[config.mk]
export PLATFORM = sky130hd
export DESIGN_NAME = mains_tick_timer
export DESIGN_NICKNAME = d
export VERILOG_FILES = /design/src/rtl/mtt_pkg.sv /design/src/rtl/mtt_prescaler.sv /design/src/rtl/mtt_csr.sv /design/src/rtl/mtt_busport.sv /design/src/rtl/mains_tick_timer.sv
export SDC_FILE = /design/constraint.sdc
export NUM_CORES = 1
export LEC_CHECK = 0
export ABC_AREA = 1
export BUFFER_PORTS_ARGS = -buffer_cell sky130_fd_sc_hd__buf_2
export CELL_PAD_IN_SITES_DETAIL_PLACEMENT = 0
export CELL_PAD_IN_SITES_GLOBAL_PLACEMENT = 1
export CORE_MARGIN = 5
export CORE_UTILIZATION = 38
export DETAILED_ROUTE_END_ITERATION = 8
export PLACE_DENSITY = 0.86
export SLEW_MARGIN = 20
export SYNTH_ARGS = -nofsm -noshare
export SYNTH_HDL_FRONTEND = slang
export SYNTH_SLANG_ARGS = --single-unit
[constraint.sdc]
create_clock -name clk -period 1.8 [get_ports clk]
set_input_delay 0.09 -clock clk [delete_from_list [all_inputs] [get_ports clk]]
set_output_delay 0.09 -clock clk [all_outputs]
set_load 0.01 [all_outputs]
[src/rtl/mtt_pkg.sv]
package mtt_pkg;

    typedef enum logic [1:0] {
        VAR_NOREG   = 2'd0,
        VAR_PLAIN   = 2'd1,
        VAR_MONITOR = 2'd2,
        VAR_ACKCLR  = 2'd3
    } mtt_variant_e;

    typedef enum logic {
        TK_COUNT = 1'b0,
        TK_FIRE  = 1'b1
    } tick_state_e;

    typedef enum logic {
        BP_IDLE = 1'b0,
        BP_RESP = 1'b1
    } port_state_e;

    localparam int READY_BIT  = 7;
    localparam int ENABLE_BIT = 6;
    localparam int RATE_W     = 7;
    localparam int RATE_LOW   = 50;
    localparam int RATE_HIGH  = 60;

    function automatic int unsigned period_cycles(int unsigned sys_hz, int unsigned rate);
        return sys_hz / rate;
    endfunction

    function automatic bit has_register(mtt_variant_e v);
        return v != VAR_NOREG;
    endfunction

    function automatic bit has_monitor(mtt_variant_e v);
        return (v == VAR_MONITOR) || (v == VAR_ACKCLR);
    endfunction

endpackage

[src/rtl/mtt_prescaler.sv]
module mtt_prescaler
    import mtt_pkg::*;
#(
    parameter int unsigned SYS_CLK_HZ = 100_000_000,
    parameter int unsigned DEFAULT_HZ = 60
) (
    input  logic              clk,
    input  logic              rst_n,
    input  logic              rate_set,
    input  logic [RATE_W-1:0] rate_hz,
    output logic              tick
);
    localparam int unsigned P_LOW  = period_cycles(SYS_CLK_HZ, RATE_LOW);
    localparam int unsigned P_HIGH = period_cycles(SYS_CLK_HZ, RATE_HIGH);
    localparam int CNT_W = $clog2(P_LOW) + 1;
    localparam logic [CNT_W-1:0] LOAD_LOW  = CNT_W'(P_LOW - 2);
    localparam logic [CNT_W-1:0] LOAD_HIGH = CNT_W'(P_HIGH - 2);
    localparam bit DEFAULT_LOW = (DEFAULT_HZ == RATE_LOW);
    localparam logic [CNT_W-1:0] LOAD_RESET = DEFAULT_LOW ? LOAD_LOW : LOAD_HIGH;

    tick_state_e      state_q, state_d;
    logic [CNT_W-1:0] cnt_q, cnt_d;
    logic             use_low_q;

    // Rate selection: only the two legal rates are taken.
    always_ff @(posedge clk or negedge rst_n) begin
        if (!rst_n) begin
            use_low_q <= DEFAULT_LOW;
        end else if (rate_set) begin
            if (rate_hz == RATE_W'(RATE_LOW)) begin
                use_low_q <= 1'b1;
            end else if (rate_hz == RATE_W'(RATE_HIGH)) begin
                use_low_q <= 1'b0;
            end
        end
    end

    // Next state and counter.
    always_comb begin
        state_d = state_q;
        cnt_d   = cnt_q;
        unique case (state_q)
            TK_COUNT: begin
                if (cnt_q == '0) begin
                    state_d = TK_FIRE;
                end else begin
                    cnt_d = cnt_q - 1'b1;
                end
            end
            TK_FIRE: begin
                cnt_d   = use_low_q ? LOAD_LOW : LOAD_HIGH;
                state_d = TK_COUNT;
            end
        endcase
    end

    // State register.
    always_ff @(posedge clk or negedge rst_n) begin
        if (!rst_n) begin
            state_q <= TK_COUNT;
            cnt_q   <= LOAD_RESET;
        end else begin
            state_q <= state_d;
            cnt_q   <= cnt_d;
        end
    end

    // Outputs.
    always_comb begin
        tick = (state_q == TK_FIRE);
    end

endmodule

[src/rtl/mtt_csr.sv]
module mtt_csr
    import mtt_pkg::*;
#(
    parameter mtt_variant_e VARIANT = VAR_MONITOR
) (
    input  logic clk,
    input  logic rst_n,
    input  logic tick,
    input  logic wr_stb,
    input  logic wr_ready,
    input  logic wr_enable,
    input  logic irq_ack,
    output logic ready_q,
    output logic enable_q,
    output logic irq_q
);
    localparam bit FORCE_EN = !has_register(VARIANT);
    localparam bit MON      = has_monitor(VARIANT);
    localparam bit ACK_CLR  = (VARIANT == VAR_ACKCLR);

    logic ready_d, enable_d, irq_d;

    // Ordered update: write, then acknowledge, then tick.
    always_comb begin
        ready_d  = ready_q;
        enable_d = enable_q;
        irq_d    = irq_q;
        if (wr_stb) begin
            enable_d = wr_enable;
            if (MON && !wr_ready) begin
                ready_d = 1'b0;
            end
            if (!ready_d || !(enable_d || FORCE_EN)) begin
                irq_d = 1'b0;
            end
        end
        if (irq_ack) begin
            irq_d = 1'b0;
            if (ACK_CLR) begin
                ready_d = 1'b0;
            end
        end
        if (tick) begin
            ready_d = 1'b1;
            if (enable_d || FORCE_EN) begin
                irq_d = 1'b1;
            end
        end
    end

    always_ff @(posedge clk or negedge rst_n) begin
        if (!rst_n) begin
            ready_q  <= 1'b1;
            enable_q <= 1'b0;
            irq_q    <= 1'b0;
        end else begin
            ready_q  <= ready_d;
            enable_q <= enable_d;
            irq_q    <= irq_d;
        end
    end

endmodule

[src/rtl/mtt_busport.sv]
module mtt_busport
    import mtt_pkg::*;
#(
    parameter mtt_variant_e VARIANT = VAR_MONITOR,
    parameter int           DATA_W  = 16
) (
    input  logic              clk,
    input  logic              rst_n,
    input  logic              bus_req,
    input  logic              bus_we,
    input  logic              bus_odd,
    input  logic              ready_q,
    input  logic              enable_q,
    output logic              wr_stb,
    output logic              rsp_vld,
    output logic              rsp_err,
    output logic [DATA_W-1:0] rsp_rdata
);
    localparam bit REG = has_register(VARIANT);
    localparam bit MON = has_monitor(VARIANT);

    port_state_e       state_q, state_d;
    logic [DATA_W-1:0] read_word;
    logic [DATA_W-1:0] rdata_q;
    logic              err_q;

    always_comb begin
        read_word             = '0;
        read_word[ENABLE_BIT] = enable_q;
        if (MON) begin
            read_word[READY_BIT] = ready_q;
        end
    end

    always_comb begin
        state_d = state_q;
        unique case (state_q)
            BP_IDLE: if (bus_req)  state_d = BP_RESP;
            BP_RESP: if (!bus_req) state_d = BP_IDLE;
        endcase
    end

    always_ff @(posedge clk or negedge rst_n) begin
        if (!rst_n) begin
            state_q <= BP_IDLE;
            err_q   <= 1'b0;
            rdata_q <= '0;
        end else begin
            state_q <= state_d;
            if (bus_req) begin
                err_q   <= !REG;
                rdata_q <= (REG && !bus_we) ? read_word : '0;
            end
        end
    end

    always_comb begin
        wr_stb    = bus_req && bus_we && !bus_odd && REG;
        rsp_vld   = (state_q == BP_RESP);
        rsp_err   = err_q;
        rsp_rdata = rdata_q;
    end

endmodule

[src/rtl/mains_tick_timer.sv]
module mains_tick_timer
    import mtt_pkg::*;
#(
    parameter mtt_variant_e VARIANT    = VAR_MONITOR,
    parameter int unsigned  SYS_CLK_HZ = 100_000_000,
    parameter int unsigned  DEFAULT_HZ = 60,
    parameter int           DATA_W     = 16
) (
    input  logic              clk,
    input  logic              rst_n,
    input  logic              bus_req,
    input  logic              bus_we,
    input  logic              bus_odd,
    input  logic [DATA_W-1:0] bus_wdata,
    output logic              rsp_vld,
    output logic              rsp_err,
    output logic [DATA_W-1:0] rsp_rdata,
    output logic              irq,
    input  logic              irq_ack,
    input  logic              rate_set,
    input  logic [6:0]        rate_hz
);
    logic tick;
    logic wr_stb;
    logic ready_q;
    logic enable_q;
    logic unused_wdata;

    assign unused_wdata = ^{bus_wdata[DATA_W-1:READY_BIT+1], bus_wdata[ENABLE_BIT-1:0]};

    mtt_prescaler #(
        .SYS_CLK_HZ (SYS_CLK_HZ),
        .DEFAULT_HZ (DEFAULT_HZ)
    ) u_prescaler (
        .clk      (clk),
        .rst_n    (rst_n),
        .rate_set (rate_set),
        .rate_hz  (rate_hz),
        .tick     (tick)
    );

    mtt_busport #(
        .VARIANT (VARIANT),
        .DATA_W  (DATA_W)
    ) u_busport (
        .clk       (clk),
        .rst_n     (rst_n),
        .bus_req   (bus_req),
        .bus_we    (bus_we),
        .bus_odd   (bus_odd),
        .ready_q   (ready_q),
        .enable_q  (enable_q),
        .wr_stb    (wr_stb),
        .rsp_vld   (rsp_vld),
        .rsp_err   (rsp_err),
        .rsp_rdata (rsp_rdata)
    );

    mtt_csr #(
        .VARIANT (VARIANT)
    ) u_csr (
        .clk       (clk),
        .rst_n     (rst_n),
        .tick      (tick),
        .wr_stb    (wr_stb),
        .wr_ready  (bus_wdata[READY_BIT]),
        .wr_enable (bus_wdata[ENABLE_BIT]),
        .irq_ack   (irq_ack),
        .ready_q   (ready_q),
        .enable_q  (enable_q),
        .irq_q     (irq)
    );

endmodule

==> results.yml, run 1 <==
status:
  outcome: "finished clean"
sta:
  min_period_over_period: 0.9061
  fin_ws_ps: 169.1
  clock.fmax_ghz: 0.6131
  worstMarginPinSlew_ps: 668.0
  fin_crit_ps: 1631
  grt_setup_unrepaired: "no"
  maxSlewViolCount: 0
  hold_violations: 0
  setup_viol: 0
  relSlewSlack: 0.5547
  fin_skew_ps: 2.387
  fin_setup_tns_ps: 0
critical_path:
  cp.required_ps: 1970
  ff2ff_path_depth: 7
  endpoint_kind: "register"
  cp.arrival_ps: 1800
  reg2reg_setup_slack_ps: 170
  crit_type: "register to register"
  cp-start-kind: "register"
  worstReg2RegStart: "u_prescaler.cnt_q[0]$_DFFE_PN0N_"
  reg2reg_to: "u_prescaler.cnt_q[17]$_DFFE_PN0N_"
  cp_max_fo: 5
clocking:
  clk_path_buf_depth: 2
  cts_setup_buffers: 0
  clock-sinks: 30
  clkLatencyLatePin_ps: 290
  h-tree-depth: 2
  cts_tree: "done"
  cts.clk_slew.worst_paths_ps: 70
  numCtsBuffers: 5
  cts_root_buf: "clkbuf_8"
logic_synthesis:
  async_flop_share: 1.000
  synth.most_common_cell: "nand2_1"
  yosys_warnings: 0
  synth_common_cells: "64 x nand2_1, 35 x nor2_1, 26 x inv_1"
  ys_types: 31
  synth.top_cell.area_share: 0.2327
  ys.flop_type: "dfrtp_1"
  yosys.area.top_type: "dfrtp_1"
  avgSynthCellArea_sq_um: 7.445
  synth-seq-cells: 30
  syn_area_sq_mm: 0.001936
  synth_area_leaders: "dfrtp_1 23%, dfstp_2 16%, nand2_1 12%"
  yosysSeqAreaShare: 0.3956
  synth_edf_count: 0
  synthCells: 260
placement:
  gp_congestion: 0.9196
  hpwl_mm: 3.318
  place_ws_ps: 164.2
  placed_cell_area_sq_mm: 0.002071
  place_inst: 349
  port_buffers: 19
drt:
  remaining_drc_errors: 0
  ant_nets: 0
  drtIter0Drc: 46
  viasPerCell: 4.614
  wl_per_cell_um: 11.65
  dr.pass1.iters: 4
  via_count: 1661
  routed_wl_mm: 4.194
flow_run:
  max_cap_viol_count: 0
floorplan:
  coreArea_sq_mm: 0.005042
  dieWidth_um: 81.37
  die_y_um: 81.37
  ios: 49
  rows: 26
  die_area_sq_mm: 0.006621
  initial_core_util: 0.3839
final_layout:
  instances_no_fill: 360
  fillers: 516
  final_util: 0.4355
  synthToLayoutAreaGrowth_pct: 13.45
  insertedDiodeCount: 0
  final_area_sq_mm: 0.002196
  fin_nets: 320
  layout-drive-gt1-share: 0.2345
global_route:
  grt_usage: 0.1425
  use_met3: 0.02772
  grt-ovfl-total: 0
  grt_pass1_wl_mm: 7.065
  grt_pass1_vias: 1558
  antenna_found_initial: 0
  gr-usage-met2: 0.2239
  top_usage_layer: "met2"
  grt_max_degree: 31
  met1_usage: 0.1851
power:
  power.density_mw_per_mm2: 824.1
  ir_drop_v: 0.0004131
  power_leakage_nw: 1.039
min_path:
  hp-class: "input port to register"
  hold_path_depth: 3
  min_to: "u_csr.ready_q$_DFFE_PN1P_"
  min_from: "bus_wdata[7]"
==> critical path, stage by stage, from the launching register on <==
cell     delay [ps]
dfrtp_1         410
inv_1           110
ha_1            270
nand2_2         130
nor3_1          240
nand3_1         180
nand3_1         120
nand2_1          50
==> cell type report <==
class / count / area, sq um / share of cell area
repair buffers: 26 / 155.1 / 0.07066
multi-input cells: 199 / 991.0 / 0.4513
flip-flops and latches: 30 / 765.7 / 0.3487
well taps: 70 / 87.58 / 0.03989
clock inverters: 2 / 12.51 / 0.005698
clock buffers: 6 / 82.58 / 0.03761
inverters: 27 / 101.3 / 0.04615
==> registers in the layout (all words and copies together), names as in the netlist <==
name and flops:
u_prescaler.cnt_q 22, u_busport.rsp_rdata 2, u_busport.rsp_vld 1, u_csr.enable_q 1
u_csr.irq_q 1, u_csr.ready_q 1, u_prescaler.tick 1, u_prescaler.use_low_q 1
==> logic make-up (layout without fill, tap and decap cells) <==
logic type	after synthesis	in the layout	synth area share
compound gates	25	25	0.07176
xor+xnor	2	2	0.009051
fa+ha+maj	1	1	0.006463
buf+inv	45	61	0.1196
flops	30	30	0.3956
other cells	1	15	0.001937
simple gates	156	156	0.3956
==> worst max path at each step <==
stage                                                start                                end  cells after the start
final                     u_prescaler.cnt_q[0]$_DFFE_PN0N_  u_prescaler.cnt_q[17]$_DFFE_PN0N_                      7
after detailed placement  u_prescaler.cnt_q[0]$_DFFE_PN0N_   u_prescaler.cnt_q[2]$_DFFE_PN0N_                      7
after floorplan           u_prescaler.cnt_q[0]$_DFFE_PN0N_  u_prescaler.cnt_q[18]$_DFFE_PN0N_                     10
after CTS                 u_prescaler.cnt_q[0]$_DFFE_PN0N_   u_prescaler.cnt_q[2]$_DFFE_PN0N_                      7
after global routing      u_prescaler.cnt_q[0]$_DFFE_PN0N_   u_prescaler.cnt_q[1]$_DFFE_PN0N_                      6
after global placement    u_prescaler.cnt_q[0]$_DFFE_PN0N_  u_prescaler.cnt_q[17]$_DFFE_PN0N_                      7
==> where the power goes <==
group | leakage, nW | switching [W] | internal (W) | total [W]
clock | 0.0472 | 0.000267 | 0.000307 | 0.000574
combinational | 0.631 | 0.000191 | 0.000139 | 0.000330
sequential | 0.361 | 0.000108 | 0.000797 | 0.000905
==> routing by layer <==
metal | vias up | wire (um)
li1 | 859 | -
met4 | 0 | 82
met3 | 5 | 142
met5 | - | 0
met1 | 769 | 2064
met2 | 28 | 1905
==> placed cells by master (no fill, tap or decap), types with 2 or more instances in the layout <==
cell,instances
a21oi_1,7
nor2_1,35
dfstp_2,12
inv_1,26
nand2_2,4
xnor2_1,2
nand3_2,2
nand3_1,23
dlygate4sd3_1,3
nor2_4,6
or2_2,4
buf_4,4
o21ai_0,10
nand4_1,5
nand2_1,64
conb_1,15
nor2_2,5
o22ai_1,3
nand3b_1,4
buf_2,19
dfrtp_1,18
clkbuf_8,6
==> timing repair <==
action	CTS	global route
hold buffers	3	0
gates resized for setup	0	0
endpoints found under the hold margin	20	0
setup endpoints to repair	0	0
==> through the flow <==
stage	total power (W)	hold slack (ps)
2_1_floorplan	0.001170	-205.6
3_3_place_gp	0.001232	164.7
3_5_place_dp	0.001244	161.6
4_1_cts	0.001835	42.40
5_1_grt	0.001911	70.55
6_report	0.001810	51.60
Power figures use the tool's default switching activity.
==> run 2: changes to the inputs <==
Settings changed: CELL_PAD_IN_SITES_DETAIL_PLACEMENT 0 to unset, CELL_PAD_IN_SITES_GLOBAL_PLACEMENT 1 to unset, CORE_UTILIZATION 38 to 52, PLACE_DENSITY 0.86 to 0.85, SYNTH_HIERARCHICAL set to 1.
==> run 2 against run 1 <==
  * Critical endpoint is now u_prescaler/cnt_q[1]$_DFFE_PN0N_
  * Wire length is 9.3% lower
  * Register-to-register slack hardly changed
  * Combinational power is 3% higher
  * Non-clock buffer count stayed put
  * Worst setup slack worse by 2.4 ps
  * Sequential share of layout area is 2.3 points higher
  * Clock skew is 11 ps higher
  * Largest power group unchanged
  * Core utilization is 17 points higher
==> results.yml, run 2 <==
sta:
  relSlewSlack: 0.5746
  clock.fmax_ghz: 0.6122
  fin_setup_tns_ps: 0
  grt_setup_unrepaired: "no"
  min_period_over_period: 0.9074
  fin_crit_ps: 1633
  hold_violations: 0
  maxSlewViolCount: 0
  worstMarginPinSlew_ps: 638.1
  fin_skew_ps: 12.90
  setup_viol: 0
floorplan:
  rows: 21
  die_y_um: 69.54
  coreArea_sq_mm: 0.003390
  dieWidth_um: 69.54
  die_area_sq_mm: 0.004835
  initial_core_util: 0.5437
  ios: 49
power:
  switchingPower_w: 0.0005291
  power.density_mw_per_mm2: 875.8
  power_frac_clock: 0.308
  p_int_w: 0.001277
  ir_drop_v: 0.0006449
  comb_power_share: 0.189
  swShare: 0.2930
  power_leakage_nw: 1.035
  p_total_w: 0.001806
  seqPwrFrac: 0.503
critical_path:
  crit_type: "register to register"
  crit_end: "u_prescaler/cnt_q[1]$_DFFE_PN0N_"
  ff2ff_path_depth: 7
  cp_max_fo: 7
  worstReg2RegStart: "u_prescaler/cnt_q[0]$_DFFE_PN0N_"
  cp.arrival_ps: 1830
  cp.required_ps: 2000
  reg2reg_to: "u_prescaler/cnt_q[1]$_DFFE_PN0N_"
  reg2reg_setup_slack_ps: 170
  endpoint_kind: "register"
  cp-start-kind: "register"
  startpoint: "u_prescaler/cnt_q[0]$_DFFE_PN0N_"
final_layout:
  layout-drive-gt1-share: 0.2079
  final_util: 0.6083
  final_cell_mix: "70 x nand2_1, 38 x nor2_1, 24 x inv_1"
  largest_register_ffs: 22
  insertedDiodeCount: 0
  synthToLayoutAreaGrowth_pct: 11.88
  fin_nets: 309
  layout_commonest_cell: "nand2_1"
  instances_no_fill: 325
  largest-register: "u_prescaler/cnt_q"
drt:
  viasPerCell: 4.957
  ant_nets: 0
  dr.pass1.iters: 4
  drtIter0Drc: 73
  via_count: 1611
  remaining_drc_errors: 0
  routed_wl_mm: 3.802
  wl_per_cell_um: 11.70
global_route:
  grt_pass1_wl_mm: 6.706
  grt_usage: 0.1713
  grt-ovfl-total: 0
  grt_max_degree: 31
  antenna_found_initial: 0
  grt_pass1_vias: 1566
clocking:
  h-tree-depth: 2
  numCtsBuffers: 5
  clk_path_buf_depth: 2
  clkLatencyLatePin_ps: 330
  cts.clk_slew.worst_paths_ps: 90
  cts_tree: "done"
  cts_root_buf: "clkbuf_4"
  clock-sinks: 30
logic_synthesis:
  synth.top_cell.area_share: 0.2444
  synth.most_common_cell: "nand2_1"
  synth_edf_count: 0
  async_flop_share: 1.000
  synth_area_leaders: "dfrtp_1 24%, dfstp_2 17%, nand2_1 14%"
  synthCells: 249
  syn_area_sq_mm: 0.001843
  yosys_warnings: 6
  yosys.area.top_type: "dfrtp_1"
  ys_types: 31
  ys.flop_type: "dfrtp_1"
  avgSynthCellArea_sq_um: 7.402
  synth-seq-cells: 30
  synth_common_cells: "71 x nand2_1, 38 x nor2_1, 24 x inv_1"
  yosysSeqAreaShare: 0.4155
flow_run:
  max_cap_viol_count: 0
status:
  outcome: "finished clean"
placement:
  port_buffers: 19
  place_inst: 312
  hpwl_mm: 2.951
  gp_congestion: 0.8864
min_path:
  hp-class: "input port to register"
## run 2: power by group through the flow
| stage | logic, W | registers [W] | clock network [W] |
|---|---|---|---|
| after floorplan | 0.000280 | 0.000890 | 0 |
| after global placement | 0.000322 | 0.000912 | 0 |
| after detailed placement | 0.000333 | 0.000917 | 0 |
| after CTS | 0.000340 | 0.000905 | 0.000576 |
| after global routing | 0.000390 | 0.000920 | 0.000617 |
| final | 0.000341 | 0.000908 | 0.000557 |
## run 2: worst min-delay path by stage
stage	slack, ps	end	start	cells past startpoint
2_1_floorplan	-210	u_busport/rsp_rdata[6]$_DFFE_PN0P_	rst_n	0
3_3_place_gp	150	u_csr/irq_q$_DFF_PN0_	rst_n	1
3_5_place_dp	150	u_csr/irq_q$_DFF_PN0_	rst_n	1
4_1_cts	20	u_csr/irq_q$_DFF_PN0_	irq_ack	4
5_1_grt	10	u_prescaler/use_low_q$_DFFE_PN0P_	rate_hz[5]	3
6_report	30	u_prescaler/use_low_q$_DFFE_PN0P_	rate_hz[3]	4
## run 2: through the flow
stage / area (sq um) / hold slack (ps) / setup WS, ps
detailed placement: 1929 / 152.2 / 139.6
finish: 2062 / 32.87 / 166.6
CTS: 2044 / 19.48 / 120.6
global placement: 1929 / 149.4 / 178.0
global route: 2062 / 10.71 / 34.11
floorplan: 1896 / -205.6 / 388.6
## run 2: cells by family after synthesis
logic type / after synthesis / synth area share
AND/OR/NAND/NOR: 150 / 0.3659
buffers and inverters: 44 / 0.1256
flip-flops: 30 / 0.4155
AO/OA/AOI/OAI: 16 / 0.05092
XOR/XNOR: 7 / 0.03327
adder cells (fa/ha/maj): 1 / 0.006788
other: 1 / 0.002035
## run 2: area by class of cell
type,count,area [sq um]
fillers,317,1328
multi-input cells,189,900.9
flip-flops and latches,30,765.7
repair buffers,26,155.1
inverters,26,97.59
well taps,46,57.56
clock buffers,7,55.05
clock inverters,1,30.03
## run 2: timing repair
action                                  in CTS  in global routing
endpoints found under the hold margin       20                  0
gates resized for setup                      0                  1
endpoints found under the setup margin       0                  3
setup buffers                                0                  2
hold buffers                                 3                  0
## run 2: worst max-delay path, stage by stage (launching register included)
cell,delay (ps)
dfrtp_1,410
inv_1,90
ha_1,240
nand2_2,120
nor2_4,180
nand3_4,140
nor2_4,230
o21ai_0,110
## run 2: metal layers
metal | global-route usage | routed length [um] | vias to the layer above
met1 | 0.2060 | 1681 | 743
met5 | 0 | 0 | -
met3 | 0.04348 | 209 | 7
met2 | 0.2786 | 1834 | 48
li1 | - | - | 813
met4 | 0.09328 | 76 | 0
==> run 3: changes to the inputs <==
Settings changed: BUFFER_PORTS_ARGS -buffer_cell sky130_fd_sc_hd__buf_2 to unset, CORE_UTILIZATION 52 to 60, DONT_BUFFER_PORTS set to 1, PLACE_DENSITY 0.85 to 0.82.
==> run 3 against run 2 <==
  * Worst setup slack got worse by 120 ps
  * Sequential cell count unchanged
  * Cell area decreased by 2.1%
  * Sequential share of layout area increased by 0.78 points
  * Fmax decreased by 6.7%
  * Register-to-register slack about the same
  * Total power decreased by 2.2%
  * Wire length decreased by 1.6%
  * Via count decreased by 6.0%
  * Clock power decreased by 4.8%
  * First-iteration DRC count decreased by 2.7%
==> results.yml, run 3 (same netlist as run 2, synthesis figures left out) <==
status:
  outcome: "finished clean"
sta:
  maxSlewViolCount: 0
  grt_setup_unrepaired: "no"
  fin_setup_tns_ps: 0
  timing.hold.ws_ps: 28.72
  min_period_over_period: 0.9723
  fin_skew_ps: 8.919
  fin_crit_ps: 1750
  setup_viol: 0
  clock.fmax_ghz: 0.5714
  hold_violations: 0
critical_path:
  cpLargestDelayFamily: "buffers and inverters"
  cp.arrival_ps: 2020
  cp_num_buf_inv: 3
  crit_path_max_incr_delay_ps: 570
  cp-start-kind: "input port"
  crit_type: "input port to register"
  path_cells: "dlygate4sd3_1, nand4_1, dlygate4sd3_1, o21ai_1, dlygate4sd3_1"
  crit_path_frequent_cell: "dlygate4sd3_1"
  worstReg2RegStart: "u_prescaler/cnt_q[0]$_DFFE_PN0N_"
  cp.required_ps: 2070
  cpMaxStageDelayCell: "dlygate4sd3_1"
  endpoint_kind: "register"
  reg2reg_setup_slack_ps: 160
  cp_max_fo: 2
  ff2ff_path_depth: 9
  reg2reg_to: "u_prescaler/cnt_q[15]$_DFFE_PN0N_"
final_layout:
  final_cell_mix: "70 x nand2_1, 38 x nor2_1, 24 x inv_1"
  largest-register: "u_prescaler/cnt_q"
  synthToLayoutAreaGrowth_pct: 9.572
  layout-drive-gt1-share: 0.1429
  fillers: 254
  insertedDiodeCount: 0
  fin_nets: 296
  layout_commonest_cell: "nand2_1"
  largest_register_ffs: 22
placement:
  hpwl_mm: 2.693
  gp_congestion: 0.9439
  port_buffers: 0
clocking:
  h-tree-depth: 2
  clk_path_buf_depth: 2
  clkLatencyLatePin_ps: 330
  cts_setup_buffers: 0
  numCtsBuffers: 5
  cts_tree: "done"
  clock-sinks: 30
  cts.clk_slew.worst_paths_ps: 100
  cts_root_buf: "clkbuf_4"
flow_run:
  max_cap_viol_count: 0
floorplan:
  die_y_um: 65.42
  die_area_sq_mm: 0.004280
  rows: 20
  initial_core_util: 0.6138
  dieWidth_um: 65.42
  ios: 49
  coreArea_sq_mm: 0.003003
drt:
  routed_wl_mm: 3.740
  wl_per_cell_um: 12.51
  remaining_drc_errors: 0
  viasPerCell: 5.067
  ant_nets: 0
  dr.pass1.iters: 4
  via_count: 1515
  drtIter0Drc: 71
global_route:
  grt-ovfl-total: 0
  antenna_found_initial: 0
  grt_pass1_vias: 1483
  grt_pass1_wl_mm: 6.472
  grt_max_degree: 31
  grt_usage: 0.2010
power:
  p_total_w: 0.001766
  power.density_mw_per_mm2: 874.5
  power_leakage_nw: 0.9786
  ir_drop_v: 0.0005275
min_path:
  min_from: "bus_odd"
  min_to: "u_csr/ready_q$_DFFE_PN1P_"
  hp-class: "input port to register"
  hold_path_depth: 3
[run 3: what timing repair did]
action                                 in CTS  in global routing
gates resized for setup                     0                  2
hold buffers                               11                  0
setup endpoints to repair                   0                  3
endpoints found under the hold margin      37                  0
[run 3: stage by stage]
stage | worst slack (ps) | instances | util | area [sq um]
after global placement | 196.3 | 280 | 0.6054 | 1818
after detailed placement | 162.5 | 280 | 0.6054 | 1818
after global routing | 23.06 | 299 | 0.6725 | 2019
after CTS | 148.0 | 299 | 0.6717 | 2017
after floorplan | 388.6 | 263 | - | 1896
final | 49.86 | 299 | 0.6725 | 2019
[run 3: routing by layer]
metal	wire length, um	global-route usage
met5	0	0
met3	225	0.05128
met2	1845	0.3236
met1	1589	0.2465
met4	80	0.1062
[run 3: where the power goes]
part | total (W) | internal (W) | switching, W
Combinational | 0.000333 | 0.000140 | 0.000193
Sequential | 0.000903 | 0.000805 | 0.0000979
Clock | 0.000530 | 0.000293 | 0.000237
[run 3: worst register-to-register path: cells and delay by family (launching register included)]
kind | cells | cell delay, ps
adders and majority gates | 1 | 180
buffers and inverters | 2 | 160
DFF | 1 | 420
and+or+nand+nor | 6 | 760
[run 3: cell type report]
class	instances	area, sq um	area share
clock buffers	6	41.29	0.02045
clock inverters	2	37.54	0.01859
inverters	26	97.59	0.04833
multi-input cells	189	900.9	0.4461
flip-flops and latches	30	765.7	0.3792
well taps	33	41.29	0.02045
repair buffers	13	135.1	0.06691
[run 3: worst max-delay path by stage]
stage / from / endpoint / slack, ps / cells after the start
3_3_place_gp: u_prescaler/cnt_q[0]$_DFFE_PN0N_ / u_prescaler/cnt_q[15]$_DFFE_PN0N_ / 200 / 9
3_5_place_dp: u_prescaler/cnt_q[0]$_DFFE_PN0N_ / u_prescaler/cnt_q[15]$_DFFE_PN0N_ / 160 / 9
2_1_floorplan: u_prescaler/cnt_q[0]$_DFFE_PN0N_ / u_prescaler/cnt_q[7]$_DFFE_PN0N_ / 390 / 8
6_report: rate_hz[1] / u_prescaler/use_low_q$_DFFE_PN0P_ / 50 / 5
5_1_grt: u_prescaler/cnt_q[0]$_DFFE_PN0N_ / u_prescaler/cnt_q[1]$_DFFE_PN0N_ / 20 / 8
4_1_cts: u_prescaler/cnt_q[0]$_DFFE_PN0N_ / u_prescaler/cnt_q[15]$_DFFE_PN0N_ / 150 / 9
